--- src/rtl/tblx_pkg.sv ---
package tblx_pkg;
    typedef enum logic [1:0] {
        STEP_KEEP = 2'd0,
        STEP_POST = 2'd1,
        STEP_PRE  = 2'd2,
        STEP_ALT  = 2'd3
    } step_e;

    typedef enum logic [2:0] {
        S_IDLE,
        S_PREINC,
        S_ISSUE,
        S_WAIT,
        S_DONE
    } tstate_e;
endpackage

--- src/rtl/tblx_ptr.sv ---
module tblx_ptr #(
    parameter int PTR_W = 21
) (
    input  logic             clk,
    input  logic             rst_n,
    input  logic             ld,
    input  logic [PTR_W-1:0] ld_val,
    input  logic             step,
    output logic [PTR_W-1:0] ptr
);
    always_ff @(posedge clk) begin
        if (!rst_n)    ptr <= '0;
        else if (step) ptr <= ptr + 1'b1;
        else if (ld)   ptr <= ld_val;
    end

    assert_ptr_hold_R8: assert property (@(posedge clk) disable iff (!rst_n)
        (!$past(ld) && !$past(step)) |-> $stable(ptr));
endmodule

--- src/rtl/tblx_lane.sv ---
module tblx_lane #(
    parameter int WORD_W = 16,
    parameter int BYTE_W = 8,
    localparam int LANES = WORD_W / BYTE_W,
    localparam int SEL_W = (LANES > 1) ? $clog2(LANES) : 1
) (
    input  logic [SEL_W-1:0]  sel,
    input  logic [BYTE_W-1:0] wbyte,
    input  logic [WORD_W-1:0] rword,
    output logic [LANES-1:0]  be,
    output logic [WORD_W-1:0] wword,
    output logic [BYTE_W-1:0] rbyte
);
    logic [BYTE_W-1:0] pick [LANES];

    for (genvar g = 0; g < LANES; g++) begin : g_lane
        assign be[g] = (sel == SEL_W'(g));
        assign wword[g*BYTE_W +: BYTE_W] = wbyte;
        assign pick[g] = rword[g*BYTE_W +: BYTE_W];
    end

    assign rbyte = pick[sel];

    always_comb begin
        assert_be_onehot_R4: assert ($countones(be) == 1);
    end
endmodule

--- src/rtl/tblx_ctrl.sv ---
module tblx_ctrl
    import tblx_pkg::*;
(
    input  logic       clk,
    input  logic       rst_n,
    input  logic       cmd_valid,
    input  logic       cmd_write,
    input  logic [1:0] cmd_mode,
    input  logic       ptr_load,
    input  logic       latch_load,
    output logic       mem_req,
    output logic       mem_we,
    output logic       ptr_step,
    output logic       ptr_ld_en,
    output logic       latch_cap,
    output logic       latch_ld_en,
    output logic       busy,
    output logic       done
);
    tstate_e state, nxt;
    step_e   mode_q;
    logic    wr_q;
    logic    open_w;
    logic    accept;

    assign open_w = (state == S_IDLE) || (state == S_DONE);
    assign accept = open_w && cmd_valid;

    always_ff @(posedge clk) begin
        if (!rst_n) begin
            state  <= S_IDLE;
            mode_q <= STEP_KEEP;
            wr_q   <= 1'b0;
        end else begin
            state <= nxt;
            if (accept) begin
                mode_q <= step_e'(cmd_mode);
                wr_q   <= cmd_write;
            end
        end
    end

    always_comb begin
        nxt = state;
        unique case (state)
            S_IDLE, S_DONE: begin
                if (accept) nxt = (step_e'(cmd_mode) == STEP_PRE) ? S_PREINC : S_ISSUE;
                else        nxt = S_IDLE;
            end
            S_PREINC: nxt = S_ISSUE;
            S_ISSUE:  nxt = S_WAIT;
            S_WAIT:   nxt = S_DONE;
            default:  nxt = S_IDLE;
        endcase
    end

    always_comb begin
        mem_req     = 1'b0;
        mem_we      = 1'b0;
        ptr_step    = 1'b0;
        latch_cap   = 1'b0;
        busy        = 1'b0;
        done        = 1'b0;
        ptr_ld_en   = open_w && !cmd_valid && ptr_load;
        latch_ld_en = open_w && !cmd_valid && latch_load;
        unique case (state)
            S_IDLE: ;
            S_PREINC: begin
                busy     = 1'b1;
                ptr_step = 1'b1;
            end
            S_ISSUE: begin
                busy    = 1'b1;
                mem_req = 1'b1;
                mem_we  = wr_q;
            end
            S_WAIT: begin
                busy      = 1'b1;
                latch_cap = !wr_q;
                ptr_step  = (mode_q == STEP_POST);
            end
            S_DONE:  done = 1'b1;
            default: ;
        endcase
    end

    assert_one_req_R10: assert property (@(posedge clk) disable iff (!rst_n)
        mem_req |=> !mem_req);
    assert_busy_done_R7: assert property (@(posedge clk) disable iff (!rst_n)
        !(busy && done));
    assert_done_after_req_R7: assert property (@(posedge clk) disable iff (!rst_n)
        done |-> $past(mem_req, 2));
    assert_done_pulse_R7: assert property (@(posedge clk) disable iff (!rst_n)
        done |=> !done);
endmodule

--- src/rtl/tblx_unit.sv ---
module tblx_unit #(
    parameter int PTR_W  = 21,
    parameter int WORD_W = 16,
    parameter int BYTE_W = 8,
    localparam int LANES = WORD_W / BYTE_W,
    localparam int SEL_W = (LANES > 1) ? $clog2(LANES) : 1,
    localparam int ADDR_W = PTR_W - SEL_W
) (
    input  logic              clk,
    input  logic              rst_n,
    input  logic              cmd_valid,
    input  logic              cmd_write,
    input  logic [1:0]        cmd_mode,
    input  logic              ptr_load,
    input  logic [PTR_W-1:0]  ptr_wdata,
    input  logic              latch_load,
    input  logic [BYTE_W-1:0] latch_wdata,
    output logic [PTR_W-1:0]  ptr_q,
    output logic [BYTE_W-1:0] latch_q,
    output logic              busy,
    output logic              done,
    output logic              mem_req,
    output logic              mem_we,
    output logic [ADDR_W-1:0] mem_addr,
    output logic [LANES-1:0]  mem_be,
    output logic [WORD_W-1:0] mem_wdata,
    input  logic [WORD_W-1:0] mem_rdata
);
    logic              ptr_step, ptr_ld_en, latch_cap, latch_ld_en;
    logic [BYTE_W-1:0] rbyte;

    tblx_ctrl u_ctrl (
        .clk(clk), .rst_n(rst_n),
        .cmd_valid(cmd_valid), .cmd_write(cmd_write), .cmd_mode(cmd_mode),
        .ptr_load(ptr_load), .latch_load(latch_load),
        .mem_req(mem_req), .mem_we(mem_we),
        .ptr_step(ptr_step), .ptr_ld_en(ptr_ld_en),
        .latch_cap(latch_cap), .latch_ld_en(latch_ld_en),
        .busy(busy), .done(done)
    );

    tblx_ptr #(.PTR_W(PTR_W)) u_ptr (
        .clk(clk), .rst_n(rst_n),
        .ld(ptr_ld_en), .ld_val(ptr_wdata),
        .step(ptr_step), .ptr(ptr_q)
    );

    tblx_lane #(.WORD_W(WORD_W), .BYTE_W(BYTE_W)) u_lane (
        .sel(ptr_q[SEL_W-1:0]), .wbyte(latch_q), .rword(mem_rdata),
        .be(mem_be), .wword(mem_wdata), .rbyte(rbyte)
    );

    assign mem_addr = ptr_q[PTR_W-1:SEL_W];

    always_ff @(posedge clk) begin
        if (!rst_n)           latch_q <= '0;
        else if (latch_cap)   latch_q <= rbyte;
        else if (latch_ld_en) latch_q <= latch_wdata;
    end

    assert_latch_hold_R4: assert property (@(posedge clk) disable iff (!rst_n)
        !$stable(latch_q) |-> $past(latch_cap || latch_ld_en));
endmodule

--- config.mk ---
export PLATFORM = sky130hd
export DESIGN_NAME = tblx_unit
export DESIGN_NICKNAME = d
export VERILOG_FILES = /design/src/rtl/tblx_pkg.sv /design/src/rtl/tblx_ptr.sv /design/src/rtl/tblx_lane.sv /design/src/rtl/tblx_ctrl.sv /design/src/rtl/tblx_unit.sv
export SDC_FILE = /design/constraint.sdc
export NUM_CORES = 1
export LEC_CHECK = 0
export BUFFER_PORTS_ARGS = -buffer_cell sky130_fd_sc_hd__buf_2
export CAP_MARGIN = 0
export CORE_MARGIN = 5
export CORE_UTILIZATION = 45
export DETAILED_ROUTE_END_ITERATION = 8
export PLACE_DENSITY_LB_ADDON = 0.25
export SLEW_MARGIN = 20
export SYNTH_ARGS = -nofsm -noshare
export SYNTH_HDL_FRONTEND = slang
export SYNTH_SLANG_ARGS = --single-unit
--- constraint.sdc ---
create_clock -name clk -period 2 [get_ports clk]
set_input_delay 0.4 -clock clk [delete_from_list [all_inputs] [get_ports clk]]
set_output_delay 0.4 -clock clk [all_outputs]
set_load 0.02 [all_outputs]
# Word level (Yosys, flattened, before mapping)
# Cells that the tools add are included.
# classes
addsub	1
order_cmp	1
n_eq_ne	6
muxes	16
bitwise_logic	2
n_reduce_logical	12
# ops
operator	n
21-bit two-way mux	2
8-bit two-way mux	5
21-bit by 1-bit adder with 21-bit output, second input constant	1
3-bit case mux with 4 select lines	1
3-bit by 2-bit == test with 1-bit output, second input constant	2
1-bit two-way mux	5
1-bit logical AND	4
2-bit nonzero test	2
3-bit by 1-bit == test with 1-bit output, second input constant	1
3-bit == test, second input constant	1
3-bit zero test	1
3-bit two-way mux	1
3-bit OR reduction	1
2-bit by 1-bit == test with 1-bit output, second input constant	1
2-bit == test, second input constant	1
2-bit >= comparator, second input constant	1
1-bit zero test	2
2-bit two-way mux	1
1-bit inverter with 2-bit output	1
1-bit case mux with 2 select lines	1
2-bit OR reduction	1
1-bit logical OR	1
1-bit inverter	1
# word_totals
reg_bits	35
word_cells	43

# Logic depth before layout (Yosys ltp)
# Gate-level depths: netlist of run 1.
# logic_depth
depth_word	6
mapped_depth	7
mapped_depth_nobuf	6

# Modules after synthesis
# Synthesis of run 1 repeated with hierarchy kept, for this count alone.
# hier_totals
cells_unflattened	278
hier_area_um2	2428.6
# by_module_without_submodules
mod	n_inst	cells_each	area_per_inst_um2	seq_area_each_um2
tblx_ptr	1	156	1224.9	420.4
tblx_unit	1	55	590.6	160.2
tblx_ctrl	1	40	350.3	120.1
tblx_lane	1	27	262.8	0.0

# Worst setup path before layout of run 1
# Ideal clock, no wire load.
# synth_path
path_type	reg-to-reg
start	register u_ptr.ptr[1]
end	register u_ptr.ptr[20]
setup_time_ps	74
arrival_ps	1718
t_required_ps	1926
setup_slack_ps	207
path_stages_with_launch	7
n_path_buf	0
synth_period_minus_slack_ps	1793
cell_sequence	dfxtp_1 -> ha_1 -> nand4_1 -> nor4_4 -> nand4_1 -> or3_1 -> a31oi_1
# synth_via
elab_chain_len	2
# synth_rtl
element	line	text
from (decl)	tblx_ptr.sv:9	output logic [PTR_W-1:0] ptr
from (signal assigned)	tblx_ptr.sv:13	else if (step) ptr <= ptr + 1'b1;
from (signal assigned)	tblx_ptr.sv:14	else if (ld) ptr <= ld_val;
21-bit by 1-bit adder with 21-bit output	tblx_ptr.sv:13	
21-bit two-way mux	tblx_ptr.sv:13	
# Every way passes these cells.
# A chain may end at the register's enable or synchronous reset.

# Worst setup path in the final report of run 1
# layout_path
start	register u_ctrl.state[0]
end	register u_ptr.ptr[14]
# layout_via
elab_chain_len	5
word_cells_on_any_way	10
classes_between	eq/ne: 3; mux: 2; reduce/logical: 5
# layout_rtl
element	line	text
from (decl)	tblx_ctrl.sv:20	tstate_e state, nxt;
from (signal assigned)	tblx_ctrl.sv:35	state <= nxt;
3-bit == test / 3-bit zero test (equally long branches)	tblx_ctrl.sv:26	assign open_w = (state == S_IDLE) || (state == S_DONE);
1-bit logical OR	tblx_ctrl.sv:26	
1-bit logical AND (2 in a row)	tblx_ctrl.sv:64	ptr_ld_en = open_w && !cmd_valid && ptr_load;
2-bit nonzero test (no source line)	-	
# Several ways; a longest one is shown, not always the timed one.

==> reports/summary.md, run 1 <==
### Min path
- cmd_write — startpoint of the tightest hold check path
- u_ctrl.wr_q — hold-critical path endpoint
- 3 — number of cells on the worst hold path
- primary input to register — Hold WC Path Type

### Timing
- 0 ps — summed negative setup slack over all endpoints
- 62.61% — worst slew slack as a fraction of its limit
- 93.35% — Tcrit/Tclk final
- 0.5356 GHz — maximum achievable frequency
- 5.499 ps — setup clock skew after layout
- no — setup repair after global routing missed its margin
- 1867 ps — clock period minus worst slack
- 0 — total count of hold-check failures in the final report
- 0 — number of max-slew violations in the final report
- 0 — final setup violating endpoints
- 560.9 ps — Worst Tran Pin Value

### Placement
- 0.8366 — Final GP Congestion
- 0.002681 sq mm — dpl cell area
- 431 — number of placed instances, taps included
- 123 — count of buffers from port buffering
- 4.885 mm — detailed-placement wirelength estimate

### Critical path
- 130 ps — setup slack on the worst flop-to-flop path
- register to register — critical path class
- 5 — worst reg-to-reg path cell count
- u_ptr.ptr[14] — RR Endpoint
- 2090 ps — worst path arrival time
- 2220 ps — required time at the worst-slack endpoint
- u_ctrl.state[0] — worst reg2reg path startpoint
- register — endpoint kind of the worst setup timing path
- register — kind of start point of the critical path
- 13 — largest fanout of any net on the critical path

### Yosys
- 0 — number of enable flip-flop cells after synthesis
- 279 — gate count of the mapped netlist
- 333 — synthesized net count
- 31.16% — portion of synthesized cell area occupied by the leading cell type
- 35 — count of state elements after synthesis
- 55 — distinct cell type count of the synthesized netlist
- sky130_fd_sc_hd__dfxtp_1 — largest area contributor in the synthesized netlist
- 0 — synth warn
- 8.059 sq um — synthesized area per cell
- sky130_fd_sc_hd__dfxtp_1, sky130_fd_sc_hd__buf_4, sky130_fd_sc_hd__a21oi_1 — main area contributors after synthesis
- 0% — ys async rst share
- sky130_fd_sc_hd__dfxtp_1 — predominant post-synthesis flop cell
- 31.16% — share of synthesized area occupied by flip-flops and latches
- 0.002248 sq mm — post-synthesis instance area

### Global routing
- 2133 — vias in the first global route
- 9.763 mm — global-route wire length before repair
- 0 — overflow left after global routing
- 18.97% — gr usage total
- 18 — largest net degree at the start of global routing
- 0 — antenna violations before repair

### Clocking
- done — clock tree from TritonCTS
- 5 — CTS Buf Count
- 2 — deepest level of the CTS H-tree
- sky130_fd_sc_hd__clkbuf_8 — Root Driver
- 280 ps — worst-skew pair later-pin latency
- 2 — clock buffer depth
- 35 — clock sink total
- 70 ps — clock-pin transition on the worst setup and hold timing paths

### Cells and area
- 0.002790 sq mm — Design Area, Final
- 440 — non-filler instance count after layout
- 24.10% — area growth from synthesis to layout
- 0 — antenna diode count
- 426 — # nets final
- 58.30% — final standard cell utilization of the core
- 41.82% — layout cells sized above 1

### Die
- 25 — row count
- 80.69 um — DIE WIDTH
- 46.98% — initial core utilization
- 0.006510 sq mm — area enclosed by the die boundary
- 124 — top-level port count
- 80.69 um — chip height
- 0.004786 sq mm — core outline area

### Drt
- 4 — number of optimization iterations in the first detailed-route pass
- 0 — number of design rule violations left after detail routing
- 6.325 mm — post-detailed-routing wire length
- 94 — DRC marker count from the first detailed-route iteration
- 14.38 um — per-cell routed wire length
- 0 — Final ANT Viol Nets
- 2328 — routed via count
- 5.291 — Avg Vias per Cell

### Run status
- finished clean — outcome

### Power
- 0.3345 mV — worst-case vdd ir drop
- 681.7 mW/mm^2 — power per cell area
- 0.001902 W — Total Power
- 1.337 nW — Pleak

### Job
- 0 — count of max-cap constraint violations

## cells in the mapped netlist (2+ instances only)
library cell / instances
sky130_fd_sc_hd__a211oi_1: 10
sky130_fd_sc_hd__a21o_1: 2
sky130_fd_sc_hd__a21oi_1: 25
sky130_fd_sc_hd__a22oi_1: 5
sky130_fd_sc_hd__a2bb2oi_1: 3
sky130_fd_sc_hd__a31oi_1: 6
sky130_fd_sc_hd__a32oi_1: 2
sky130_fd_sc_hd__and2_1: 4
sky130_fd_sc_hd__and3_1: 4
sky130_fd_sc_hd__and4bb_2: 2
sky130_fd_sc_hd__buf_2: 4
sky130_fd_sc_hd__buf_4: 40
sky130_fd_sc_hd__clkbuf_1: 4
sky130_fd_sc_hd__dfxtp_1: 35
sky130_fd_sc_hd__inv_1: 5
sky130_fd_sc_hd__mux2i_1: 8
sky130_fd_sc_hd__nand2_1: 19
sky130_fd_sc_hd__nand3_1: 10
sky130_fd_sc_hd__nand4_1: 9
sky130_fd_sc_hd__nor2_1: 30
sky130_fd_sc_hd__nor2b_1: 2
sky130_fd_sc_hd__nor3_1: 2
sky130_fd_sc_hd__nor3b_1: 2
sky130_fd_sc_hd__nor4_1: 2
sky130_fd_sc_hd__o211ai_1: 3
sky130_fd_sc_hd__o21ai_0: 8
sky130_fd_sc_hd__o311a_1: 2
sky130_fd_sc_hd__o311ai_0: 2
sky130_fd_sc_hd__or3_1: 3
## placed cells by master, fill, tap and decap left out, types with 5 or more instances in the layout
master and n:
sky130_fd_sc_hd__inv_1 5, sky130_fd_sc_hd__nand2_1 19, sky130_fd_sc_hd__o21ai_0 8, sky130_fd_sc_hd__buf_2 123, sky130_fd_sc_hd__a22oi_1 5, sky130_fd_sc_hd__buf_4 14
sky130_fd_sc_hd__nor2_1 30, sky130_fd_sc_hd__nand3_1 10, sky130_fd_sc_hd__nand4_1 9, sky130_fd_sc_hd__dfxtp_1 34, sky130_fd_sc_hd__clkbuf_8 7, sky130_fd_sc_hd__a21oi_1 25
sky130_fd_sc_hd__a31oi_1 6, sky130_fd_sc_hd__mux2i_1 8, sky130_fd_sc_hd__a211oi_1 10
## layer usage
| metal | vias up | global-route usage (%) | share of wire, % |
|---|---|---|---|
| li1 | 1168 | - | - |
| met1 | 1065 | 24.51 | 42 |
| met4 | 0 | 5.405 | 1.0 |
| met3 | 7 | 4.821 | 7.7 |
| met2 | 88 | 31.04 | 49 |
| met5 | - | 0 | 0 |
## stage by stage
step | setup slack, ps | hold slack [ps]
2_1_floorplan | 207.4 | 429.1
3_3_place_gp | 186.3 | 444.4
3_5_place_dp | 159.1 | 447.8
4_1_cts | 127.1 | 348.0
5_1_grt | 12.37 | 364.1
6_report | 133.0 | 358.6
## cells by family (layout without fill, tap and decap cells)
kind of cell | Yosys count | count (layout) | share of synthesized area [%]
simple gates | 101 | 101 | 24.60
mux | 9 | 9 | 4.062
flops | 35 | 35 | 31.16
fa+ha+maj | 1 | 1 | 0.5564
buf+inv | 56 | 150 | 17.03
xor+xnor | 1 | 1 | 0.3896
compound gates | 76 | 76 | 22.20
## flip-flops by register name (all words and copies together) (netlist names)
signal / cells
u_ptr.ptr: 21
u_ctrl.state: 3
u_ctrl.mode_q: 2
latch_q: 8
u_ctrl.wr_q: 1
## area by class of cell
type,instances,area (sq um)
well taps,67,83.83
flip-flops and latches,35,701.9
multi-input cells,188,1165
repair buffers,137,720.7
inverters,5,18.77
fillers,474,1996
clock buffers,8,100.1
## power by group
group | internal [W] | leakage, nW | switching, W
clock | 0.000314 | 0.0515 | 0.000247
combinational | 0.000206 | 0.999 | 0.000327
sequential | 0.000746 | 0.286 | 0.0000616
## critical path, cell delays in order, from the launching register on
cell	delay, ps
sky130_fd_sc_hd__dfxtp_1	440
sky130_fd_sc_hd__and2b_1	210
sky130_fd_sc_hd__o21a_1	420
sky130_fd_sc_hd__nand3_1	230
sky130_fd_sc_hd__or3_1	350
sky130_fd_sc_hd__a31oi_1	150
## repair_timing
| item | 4_1_cts | 5_1_grt |
|---|---|---|
| buffers inserted | 0 | 1 |
| hold buffers | 0 | 0 |
| endpoints found under the setup margin | 0 | 1 |
| gates resized for setup | 0 | 1 |
## worst max path at each step
| stage | from | to |
|---|---|---|
| 2_1_floorplan | u_ptr.ptr[1] | u_ptr.ptr[20] |
| 3_3_place_gp | u_ptr.ptr[1] | u_ptr.ptr[20] |
| 3_5_place_dp | u_ctrl.state[0] | u_ptr.ptr[14] |
| 4_1_cts | u_ptr.ptr[1] | u_ptr.ptr[20] |
| 5_1_grt | u_ctrl.state[0] | u_ptr.ptr[14] |
| 6_report | u_ctrl.state[0] | u_ptr.ptr[14] |
No activity file was read; power rests on OpenSTA's default activity.
==> inputs of run 2 (changes only) <==
- CAP_MARGIN: 0 -> not set
- REMOVE_ABC_BUFFERS: not set -> 1
==> run 2 against run 1 <==
Cell count stayed put. Final area did not move. Clock power increased by 2%. Power grew 0.35%. Register-to-register slack lost 30 ps. Via count barely moved. Setup slack got worse by 32 ps.
==> reports/summary.md, run 2 (synthesis results as in run 1) <==
### Min path
- u_ptr.ptr[17] — hold-critical path endpoint
- 3 — number of cells on the worst hold path
- primary input to register — Hold WC Path Type
- ptr_wdata[17] — startpoint of the tightest hold check path

### Power
- 684.1 mW/mm^2 — power per cell area
- 1.337 nW — Pleak
- 0.3889 mV — worst-case vdd ir drop
- 0.001909 W — Total Power

### Die
- 0.006510 sq mm — area enclosed by the die boundary
- 124 — top-level port count
- 80.69 um — DIE WIDTH
- 46.98% — initial core utilization
- 25 — row count
- 0.004786 sq mm — core outline area
- 80.69 um — chip height

### Drt
- 0 — Final ANT Viol Nets
- 4 — number of optimization iterations in the first detailed-route pass
- 2326 — routed via count
- 0 — number of design rule violations left after detail routing
- 14.26 um — per-cell routed wire length
- 5.286 — Avg Vias per Cell
- 6.275 mm — post-detailed-routing wire length
- 93 — DRC marker count from the first detailed-route iteration

### Global routing
- 18.75% — gr usage total
- 22.18% — met1 routing resource usage after global routing
- 0 — overflow left after global routing
- 32.28% — met2 Usage GRT
- 0 — antenna violations before repair
- 17 — largest net degree at the start of global routing
- met2 — busiest grt layer
- 5.830% — global-route track usage on met3
- 9.673 mm — global-route wire length before repair
- 2156 — vias in the first global route

### Critical path
- 0 — count of buffer and inverter cells on the critical path
- u_ptr.ptr[1] — origin of the worst setup path
- register — kind of start point of the critical path
- 6 — largest fanout of any net on the critical path
- simple AND/OR/NAND/NOR gates — cell family contributing the most delay on the critical path
- ha_1, nand3_1, nor2_1, nand2_1, or3_1, a31oi_1 — Critical Path, Cell by Cell
- register to register — critical path class
- 100 ps — setup slack on the worst flop-to-flop path
- 6 — worst reg-to-reg path cell count
- 2110 ps — worst path arrival time
- sky130_fd_sc_hd__dfxtp_1 — master of the slowest instance on the critical path
- register — endpoint kind of the worst setup timing path
- u_ptr.ptr[1] — worst reg2reg path startpoint
- 2210 ps — required time at the worst-slack endpoint
- 430 ps — largest stage delay on the critical path
- u_ptr.ptr[8] — RR Endpoint

### Timing
- 423.0 ps — Worst Tran Pin Value
- 0 — final setup violating endpoints
- no — setup repair after global routing missed its margin
- 1899 ps — clock period minus worst slack
- 94.97% — Tcrit/Tclk final
- 5.248 ps — setup clock skew after layout
- 348.8 ps — tightest hold margin
- 0 — total count of hold-check failures in the final report
- 71.58% — worst slew slack as a fraction of its limit
- 0.5265 GHz — maximum achievable frequency
- 0 — number of max-slew violations in the final report

### Cells and area
- 0 — antenna diode count
- sky130_fd_sc_hd__buf_2 — most common cell after layout, fill and taps aside
- 0.001166 sq mm — area of combinational cells with multiple inputs
- 700.7 sq um — combined flip-flop and latch cell area
- 41.82% — layout cells sized above 1
- 58.30% — final standard cell utilization of the core
- 426 — # nets final
- 453 — fillcell total
- u_ptr.ptr x21, latch_q x8, u_ctrl.state x3 — largest registers
- 21 — flip-flop count of the largest register after layout
- sky130_fd_sc_hd__buf_2, sky130_fd_sc_hd__dfxtp_1, sky130_fd_sc_hd__nor2_1, sky130_fd_sc_hd__a21oi_1, sky130_fd_sc_hd__nand2_1 — commonest cells after routing, fill and taps aside
- 24.10% — area growth from synthesis to layout
- u_ptr.ptr — register with the most flip-flops

### Clocking
- 0 — Gates resized, CTS repair
- done — clock tree from TritonCTS
- 290 ps — worst-skew pair later-pin latency
- 2 — clock buffer depth
- sky130_fd_sc_hd__clkbuf_8 — Root Driver
- 35 — clock sink total
- 2 — deepest level of the CTS H-tree
- 5 — CTS Buf Count
- 0 — CTS Hold Buffers Added
- 70 ps — clock-pin transition on the worst setup and hold timing paths
- 0 — post-CTS setup buffers

### Job
- 0 — count of max-cap constraint violations

### Placement
- 123 — count of buffers from port buffering
- 0.8799 — Final GP Congestion
- 4.921 mm — detailed-placement wirelength estimate

### Run status
- finished clean — outcome

run 2: changes by cell type in the layout (fill, tap and decap cells not counted):
cell	change
sky130_fd_sc_hd__dfxtp_2	-1
sky130_fd_sc_hd__dfxtp_1	+1
sky130_fd_sc_hd__o21a_2	+1
sky130_fd_sc_hd__o21a_1	-1
run 2: routing by layer:
layer	share of wire, %	up-vias	wire [um]
met2	47	109	2928
met4	0.67	0	42
met3	10	7	627
met1	43	1046	2677
li1	-	1164	-
met5	0	-	0
run 2: worst max path at each step:
stage / end / slack, ps / depth (start not counted)
floorplan: u_ptr.ptr[20] / -290 / 6
global placement: u_ptr.ptr[20] / 230 / 6
detailed placement: u_ptr.ptr[20] / 170 / 6
CTS: u_ptr.ptr[20] / 160 / 6
global route: u_ptr.ptr[20] / 3 / 6
finish: u_ptr.ptr[8] / 100 / 6
run 2: where the power goes:
part / internal (W) / switching, W / leakage (nW)
Combinational: 0.000207 / 0.000325 / 1.00
Clock: 0.000315 / 0.000255 / 0.0515
Sequential: 0.000745 / 0.0000616 / 0.286
run 2: tightest hold or removal path: stages:
cell	delay (ps)
sky130_fd_sc_hd__buf_2	70
sky130_fd_sc_hd__nand3_1	50
sky130_fd_sc_hd__o311ai_1	80
run 2: cell type report:
type	instances	share of cell area (%)
multi-input cells	188	41.79
repair buffers	137	25.83
flip-flops and latches	35	25.11
clock buffers	8	3.587
well taps	67	3.004
inverters	5	0.6726
run 2: metrics by stage:
step / worst slack [ps] / cells / instance area (sq um) / TNS [ps]
final: 100.6 / 440 / 2790 / 0
after CTS: 162.1 / 440 / 2789 / 0
after global placement: 226.9 / 432 / 2689 / 0
after detailed placement: 173.5 / 432 / 2689 / 0
after floorplan: -293.1 / 228 / 1884 / -1754
after global routing: 3.484 / 440 / 2790 / 0
